File: src/rtl/hpev_pkg.sv
package hpev_pkg;
    localparam int N_EVT     = 5;
    localparam int EV_ATTN   = 0;
    localparam int EV_PFAULT = 1;
    localparam int EV_LATCH  = 2;
    localparam int EV_PRES   = 3;
    localparam int EV_CMD    = 4;

    typedef logic [N_EVT-1:0] evec_t;

    // Bits allowed to raise a wake request: all but command completed.
    localparam evec_t WAKE_MASK = ~(evec_t'(1) << EV_CMD);

    typedef struct packed {
        evec_t sts;
    } bank_st_t;

    typedef struct packed {
        logic msi_prev;
        logic wake_prev;
        logic msi_req;
        logic wake_req;
        logic intx;
        logic gpe;
    } route_st_t;
endpackage

File: src/rtl/hpev_status_bank.sv
module hpev_status_bank
    import hpev_pkg::*;
(
    input  logic  clk,
    input  logic  rst_n,
    input  evec_t evt_i,
    input  evec_t clr_i,
    input  logic  load_i,
    output evec_t status_o
);
    bank_st_t s_d, s_q;
    evec_t    set_v;
    evec_t    keep_v;

    for (genvar i = 0; i < N_EVT; i++) begin : g_bit
        if (i == EV_CMD) begin : g_cmd
            // Defaults loading must never flag a completed command.
            assign set_v[i] = evt_i[i] & ~load_i;
        end else begin : g_evt
            assign set_v[i] = evt_i[i];
        end
        assign keep_v[i] = s_q.sts[i] & ~clr_i[i];
    end

    always_comb begin
        s_d     = s_q;
        s_d.sts = set_v | keep_v;   // set has priority over clear
    end

    always_ff @(posedge clk or negedge rst_n) begin
        if (!rst_n) s_q <= '0;
        else        s_q <= s_d;
    end

    assign status_o = s_q.sts;

    AST_SET_STICKS: assert property (@(posedge clk) disable iff (!rst_n)
        (|(evt_i & ~(evec_t'(load_i) << EV_CMD))) |=>
        ((s_q.sts & $past(evt_i & ~(evec_t'(load_i) << EV_CMD)))
          == $past(evt_i & ~(evec_t'(load_i) << EV_CMD))));

    AST_CLR_DROPS: assert property (@(posedge clk) disable iff (!rst_n)
        (|(clr_i & ~evt_i)) |=> ((s_q.sts & $past(clr_i & ~evt_i)) == '0));

    AST_LOAD_NO_CMD: assert property (@(posedge clk) disable iff (!rst_n)
        (load_i && !s_q.sts[EV_CMD]) |=> !s_q.sts[EV_CMD]);
endmodule

File: src/rtl/hpev_route.sv
module hpev_route
    import hpev_pkg::*;
(
    input  logic  clk,
    input  logic  rst_n,
    input  evec_t status_i,
    input  evec_t evt_en_i,
    input  logic  hp_ie_i,
    input  logic  msi_en_i,
    input  logic  intx_dis_i,
    input  logic  d3hot_i,
    input  logic  legacy_i,
    output logic  msi_req_o,
    output logic  intx_o,
    output logic  wake_req_o,
    output logic  gpe_o
);
    route_st_t r_d, r_q;
    evec_t     armed;
    logic      int_cond;
    logic      wake_cond;
    logic      msi_cond;

    always_comb begin
        armed     = status_i & evt_en_i;
        int_cond  = hp_ie_i & (|armed) & ~legacy_i;
        wake_cond = d3hot_i & (|(armed & WAKE_MASK)) & ~legacy_i;
        msi_cond  = int_cond & msi_en_i;

        r_d           = r_q;
        r_d.msi_prev  = msi_cond;
        r_d.msi_req   = msi_cond & ~r_q.msi_prev;
        r_d.wake_prev = wake_cond;
        r_d.wake_req  = wake_cond & ~r_q.wake_prev;
        r_d.intx      = int_cond & ~msi_en_i & ~intx_dis_i;
        r_d.gpe       = legacy_i & (|armed);
    end

    always_ff @(posedge clk or negedge rst_n) begin
        if (!rst_n) r_q <= '0;
        else        r_q <= r_d;
    end

    assign msi_req_o  = r_q.msi_req;
    assign intx_o     = r_q.intx;
    assign wake_req_o = r_q.wake_req;
    assign gpe_o      = r_q.gpe;

    AST_NO_INT_WITHOUT_GLOBAL: assert property (@(posedge clk) disable iff (!rst_n)
        !hp_ie_i |=> (!msi_req_o && !intx_o));

    AST_MSI_SINGLE: assert property (@(posedge clk) disable iff (!rst_n)
        msi_req_o |=> !msi_req_o);

    AST_INTX_NOT_WITH_MSI: assert property (@(posedge clk) disable iff (!rst_n)
        (msi_en_i || intx_dis_i) |=> !intx_o);

    AST_WAKE_SINGLE: assert property (@(posedge clk) disable iff (!rst_n)
        wake_req_o |=> !wake_req_o);

    AST_NO_CMD_WAKE: assert property (@(posedge clk) disable iff (!rst_n)
        ((status_i & evt_en_i & WAKE_MASK) == '0) |=> !wake_req_o);

    AST_LEGACY_QUIET: assert property (@(posedge clk) disable iff (!rst_n)
        legacy_i |=> (!msi_req_o && !intx_o && !wake_req_o));
endmodule

File: src/rtl/hpev_notify.sv
module hpev_notify
    import hpev_pkg::*;
(
    input  logic             clk,
    input  logic             rst_n,
    input  logic [N_EVT-1:0] evt_i,
    input  logic [N_EVT-1:0] clr_i,
    input  logic             load_i,
    input  logic [N_EVT-1:0] evt_en_i,
    input  logic             hp_ie_i,
    input  logic             msi_en_i,
    input  logic             intx_dis_i,
    input  logic             d3hot_i,
    input  logic             legacy_i,
    output logic [N_EVT-1:0] status_o,
    output logic             msi_req_o,
    output logic             intx_o,
    output logic             wake_req_o,
    output logic             gpe_o
);
    evec_t sts_w;

    hpev_status_bank u_bank (
        .clk      (clk),
        .rst_n    (rst_n),
        .evt_i    (evt_i),
        .clr_i    (clr_i),
        .load_i   (load_i),
        .status_o (sts_w)
    );

    hpev_route u_route (
        .clk        (clk),
        .rst_n      (rst_n),
        .status_i   (sts_w),
        .evt_en_i   (evt_en_i),
        .hp_ie_i    (hp_ie_i),
        .msi_en_i   (msi_en_i),
        .intx_dis_i (intx_dis_i),
        .d3hot_i    (d3hot_i),
        .legacy_i   (legacy_i),
        .msi_req_o  (msi_req_o),
        .intx_o     (intx_o),
        .wake_req_o (wake_req_o),
        .gpe_o      (gpe_o)
    );

    assign status_o = sts_w;
endmodule

File: config.mk
export PLATFORM = sky130hd
export DESIGN_NAME = hpev_notify
export DESIGN_NICKNAME = d
export VERILOG_FILES = /design/src/rtl/hpev_pkg.sv /design/src/rtl/hpev_status_bank.sv /design/src/rtl/hpev_route.sv /design/src/rtl/hpev_notify.sv
export SDC_FILE = /design/constraint.sdc
export NUM_CORES = 1
export LEC_CHECK = 0
export BUFFER_PORTS_ARGS = -buffer_cell sky130_fd_sc_hd__buf_2
export CAP_MARGIN = 20
export CORE_AREA = 5 5 42 44
export CTS_BUF_LIST = sky130_fd_sc_hd__clkbuf_4
export DETAILED_ROUTE_END_ITERATION = 7
export DIE_AREA = 0 0 47 49
export HOLD_SLACK_MARGIN = 0.08
export PLACE_DENSITY = 0.69
export SKIP_CTS_REPAIR_TIMING = 1
export SYNTH_ARGS = -nofsm -noshare
export SYNTH_HDL_FRONTEND = slang
export SYNTH_HIERARCHICAL = 1
export SYNTH_SLANG_ARGS = --single-unit
File: constraint.sdc
create_clock -name clk -period 1.1 [get_ports clk]
set_input_delay 0.055 -clock clk [delete_from_list [all_inputs] [get_ports clk]]
set_output_delay 0.055 -clock clk [all_outputs]
set_load 0.05 [all_outputs]
==> flow_summary.yaml, run 1 <==
yosys:
  synth_nets: 58
  synth-edff-count: 0
  yosysMostFrequentCell: "dfrtp_1"
  synth_ff_type: "dfrtp_1"
  syn_inst: 35
  netlist.area_leader.share_pct: 64.14
  synthTopCellsByArea: "dfrtp_1 64%, a21o_1 7.0%, inv_1 6.1%"
  ys_warn_count: 6
  synthTopCellsByCount: "11 x dfrtp_1, 7 x inv_1, 4 x a21o_1, 3 x a31oi_1, 2 x a22oi_1"
  synth_seq_cells: 11
  synthesis.area_um2: 429.2
  yosysSeqAreaShare_pct: 64.14
  async_reset_ff_share_pct: 100.0
  avgSynthCellArea_um2: 12.26
  synth_cell_types: 13
  synth_largest_area_cell: "dfrtp_1"
timing:
  fin_setup_tns_ns: 0
  slew_headroom_pct: 80.68
  maxSlewViolCount: 0
  clock_skew_ns: 0.005585
  max_freq_mhz: 1011
  tightest_slew_ns: 0.2898
  fin_crit_sh_pct: 89.90
  min_period_ns: 0.9889
  setup_violations: 0
  hold_violations: 0
  rsz0062_at_grt: "no"
  setup_ws_ns: 0.1111
global_routing:
  antenna_found_initial: 0
  grt_overflow_total: 0
  grt_pass1_vias: 404
  grt_first_pass_wirelength_um: 1593
  grt_usage_pct: 9.541
  grt_max_degree: 12
critical_path:
  timing.rr.start: "u_bank/status_o[2]"
  path_max_fanout: 6
  cp.arrival_ns: 1.11
  cp-start-kind: "flip-flop"
  path_cells: "a22oi_2 > a311oi_1"
  cp_data_required_time_ns: 1.22
  crit_slowest_cell: "dfrtp_2"
  endpoint_kind: "flip-flop"
  crit_buf_inv: 0
  startpoint: "u_bank/status_o[2]"
  max_stage_delay_ns: 0.41
  crit_family: "compound AO/OA/AOI/OAI gates"
  worstSetupPathType: "reg2reg"
clock_tree:
  cts_root_buf: "clkbuf_4"
  cts_sinks: 11
  numCtsBuffers: 3
  cts.htree.levels: 1
  clock_latency_ns: 0.26
  cts_tree: "done"
  cts_buffer_depth: 2
  clkTransAtPathRegs_ns: 0.06
floorplanning:
  coreArea_mm2: 0.001401
  initial_utilization_pct: 30.63
  fp-row-count: 14
  dieArea_mm2: 0.002303
  die_w_um: 47
  dieHeight_um: 49
  io_pins: 32
final_layout:
  fill_cells: 122
  drive_gt1_share_pct: 53.66
  finalInstanceArea_um2: 770.7
  syn_to_final_growth_pct: 79.59
  fin_nets: 106
  diodes: 0
worst_hold_path:
  hold_path_class: "in2reg"
  hp-start: "intx_dis_i"
placement:
  place_congestion: 0.7071
  numPortBuffers: 31
  placed_cell_area_um2: 620.6
  place_ws_ns: 0.1153
  dp_hpwl_um: 785.1
route:
  first_pass_iters: 2
  viasPerCell: 4.367
  ant_nets: 0
  wl_per_cell_um: 11.21
  drtIter0Drc: 4
  drcViolationCount: 0
  wl_um: 1099
  vias: 428
power_and_ir_drop:
  powerDensity_mw_per_mm2: 1254
  p_leak_uw: 0.0004081
  ir_drop_mv: 0.6797
run_status:
  status: "complete, no violations"
run:
  drv_cap: 0
[state kept, by name, indices dropped and copies added, names as in the netlist]
name                cells
u_bank/status_o         5
u_route/gpe_o           1
u_route/intx_o          1
u_route/msi_req_o       1
u_route/r_q             2
u_route/wake_req_o      1
[worst min-delay path: stages]
cell	delay [ns]
buf_2	0.07
or4b_1	0.11
a31oi_1	0.04
[path summary, 6_finish.rpt]
check                                      to  slack (ns)  depth (start not counted)
min reg2reg                 u_route/msi_req_o        0.39                          1
max in group asynchronous  u_bank/status_o[2]        0.69                          2
min                            u_route/intx_o        0.06                          3
max reg2reg                 u_route/msi_req_o        0.11                          2
max                         u_route/msi_req_o        0.11                          2
min in group asynchronous  u_route/wake_req_o        0.19                          2
[placed cells by master, fill, tap and decap left out, drive strengths merged]
cell type,n
nand2b,1
a21oi,1
or4b,1
a311oi,1
a22oi,2
dfrtp,11
nand3b,1
inv,7
clkbuf,4
a211oi,1
buf,31
dlygate4sd3,12
nand2,1
a21o,4
a31oi,3
o22ai,1
[layout make-up]
cell class | instances | area [um^2] | share of cell area (%)
inverter | 7 | 26.28 | 3.409
timing repair buffer | 43 | 275.3 | 35.71
clock buffer | 4 | 30.03 | 3.896
multi-input combinational | 17 | 137.6 | 17.86
tap | 16 | 20.02 | 2.597
sequential | 11 | 281.5 | 36.53
[per-stage QoR]
step	utilization (%)	total power [uW]	instances	hold WS (ns)
floorplan	-	573.1	35	-0.2406
global placement	44.29	647.8	82	-0.06690
detailed placement	44.29	651.2	82	-0.06574
CTS	46.43	944.2	86	-0.3524
global route	55.00	1026	98	0.05360
finish	55.00	966.8	98	0.05768
[logic make-up (layout without fill, tap and decap cells)]
logic type / count (synthesis) / in the layout / synth area share (%)
AOI/OAI and AO/OA: 13 / 13 / 22.74
DFF: 11 / 11 / 64.14
buffers and inverters: 7 / 54 / 6.124
and+or+nand+nor: 4 / 4 / 6.997
[where the power goes]
group	internal [uW]	switching, uW
combinational	94.8	136
clock	165	127
sequential	431	13.4
total	691	276
[layer usage]
metal	global-route usage (%)	routed length, um	vias to the layer above
li1	-	-	219
met1	11.42	414	195
met2	14.71	600	12
met3	2.583	76	2
met4	5.530	8	0
met5	0	0	-
No activity file was read; power rests on OpenSTA's default activity.
==> run 2: changes to the inputs <==
--- a/config.mk
+++ b/config.mk
@@ -12,7 +12,7 @@
 export DETAILED_ROUTE_END_ITERATION = 7
 export DIE_AREA = 0 0 47 49
 export HOLD_SLACK_MARGIN = 0.08
-export PLACE_DENSITY = 0.69
+export PLACE_DENSITY_LB_ADDON = 0.3
 export SKIP_CTS_REPAIR_TIMING = 1
 export SYNTH_ARGS = -nofsm -noshare
 export SYNTH_HDL_FRONTEND = slang
==> run 2 against run 1 <==
Net effect: register-to-register slack worse by 0.05 ns; total power up 1.4%; non-clock buffer count up 2; via count up 6.3%; count of clock-buffer cells in the layout unchanged; global-route usage up 0.45 points; cell count up 2.0%; hold slack worse by 0.031 ns; clock skew down 0.0045 ns; largest cell class is now non-clock buffers.
==> flow_summary.yaml, run 2 (synthesis gave the netlist of run 1 again) <==
run_status:
  status: "complete, no violations"
timing:
  maxSlewViolCount: 0
  setup_ws_ns: 0.06301
  whs_ns: 0.02694
  rsz0062_at_grt: "no"
  hold_violations: 0
  slew_headroom_pct: 78.71
  tightest_slew_ns: 0.3193
  fin_setup_tns_ns: 0
  setup_violations: 0
  fin_crit_sh_pct: 94.27
  min_period_ns: 1.037
  clock_skew_ns: 0.001117
  max_freq_mhz: 964.3
final_layout:
  fill_cells: 130
  diodes: 0
  largest_register_ffs: 5
  drive_gt1_share_pct: 52.38
  regArea_um2: 281.5
  final_cell_mix: "31 x buf_2, 14 x dlygate4sd3_1, 7 x inv_1, 6 x dfrtp_1, 5 x dfrtp_2"
  fin_nets: 108
  final_common_cell: "buf_2"
  syn_to_final_growth_pct: 84.26
  multi_input_area_um2: 137.6
worst_hold_path:
  hold_path_class: "in2reg"
  whs_path_depth: 3
global_routing:
  grt_overflow_total: 0
  grt_max_degree: 12
  grt_pass1_vias: 412
  grt_first_pass_wirelength_um: 1628
  grt_usage_pct: 9.993
  antenna_found_initial: 0
floorplanning:
  dieHeight_um: 49
  io_pins: 32
  initial_utilization_pct: 30.63
  dieArea_mm2: 0.002303
  coreArea_mm2: 0.001401
  fp-row-count: 14
  die_w_um: 47
route:
  drtIter0Drc: 8
  drcViolationCount: 0
  m1WireLength_um: 457
  top_layer_used: "met4"
  wl_per_cell_um: 12.24
  wl_um: 1224
  first_pass_iters: 4
  wl_met3_um: 139
  viasPerCell: 4.550
  ant_nets: 0
  vias: 455
  met2_length_um: 600
critical_path:
  worstSetupPathType: "reg2reg"
  crit_buf_inv: 0
  path_cells: "a22oi_2 > a311oi_1"
  path_depth: 2
  path_max_fanout: 6
  cp_data_required_time_ns: 1.22
  cp.arrival_ns: 1.16
  endpoint_kind: "flip-flop"
  max_stage_delay_ns: 0.41
  crit_slowest_cell: "dfrtp_2"
  crit_family: "compound AO/OA/AOI/OAI gates"
  r2r_cells: 2
  cp-start-kind: "flip-flop"
clock_tree:
  cts_root_buf: "clkbuf_4"
  clkTransAtPathRegs_ns: 0.07
  cts_sinks: 11
  clock_latency_ns: 0.27
  cts_buffer_depth: 2
  numCtsBuffers: 3
  cts.htree.levels: 1
  cts_tree: "done"
run:
  drv_cap: 0
placement:
  place_congestion: 0.7287
  dp_hpwl_um: 854.4
  place_ws_ns: 0.08914
  numPortBuffers: 31
power_and_ir_drop:
  ir_drop_mv: 0.4448
  p_leak_uw: 0.0004164
  powerDensity_mw_per_mm2: 1239
## run 2: power breakdown
part	leakage [uW]	internal [uW]	switching (uW)	total, uW
clock	0.0000184	165	131	296
combinational	0.000268	99.4	139	238
sequential	0.000130	431	14.1	445
total	0.000416	696	284	980
## run 2: final cells by class
cell class | count | share of cell area (%)
inverter | 7 | 3.323
clock buffer | 4 | 3.797
sequential | 11 | 35.60
tap | 16 | 2.532
timing repair buffer | 45 | 37.34
multi-input combinational | 17 | 17.41
## run 2: through the flow
stage                     util [%]  power (uW)  cell area, um^2  instances
final                        56.43       979.9            790.8        100
after global routing         56.43        1033            790.8        100
after CTS                    46.43       952.5            650.6         86
after detailed placement     44.29       654.6            620.6         82
after global placement       44.29       650.6            620.6         82
after floorplan                  -       573.1            445.4         35
## run 2: path summary, 6_finish.rpt
path	from	end	slack, ns
hold / removal	intx_dis_i	u_route/intx_o	0.03
min in group asynchronous	rst_n	u_route/r_q[5]	0.18
hold reg to reg	u_route/r_q[4]	u_route/wake_req_o	0.41
setup / recovery	u_bank/status_o[2]	u_route/msi_req_o	0.06
setup reg to reg	u_bank/status_o[2]	u_route/msi_req_o	0.06
max in group asynchronous	rst_n	u_bank/status_o[3]	0.71
## run 2: worst reg2reg max path, stage by stage (launching register included)
cell	delay (ns)
dfrtp_2	0.41
a22oi_2	0.32
a311oi_1	0.16
## run 2: per-layer routing
metal  vias to the layer above  GRT usage [%]
met2                        26          14.48
met5                         -              0
li1                        222              -
met1                       203          11.01
met3                         4          3.690
met4                         0          8.295
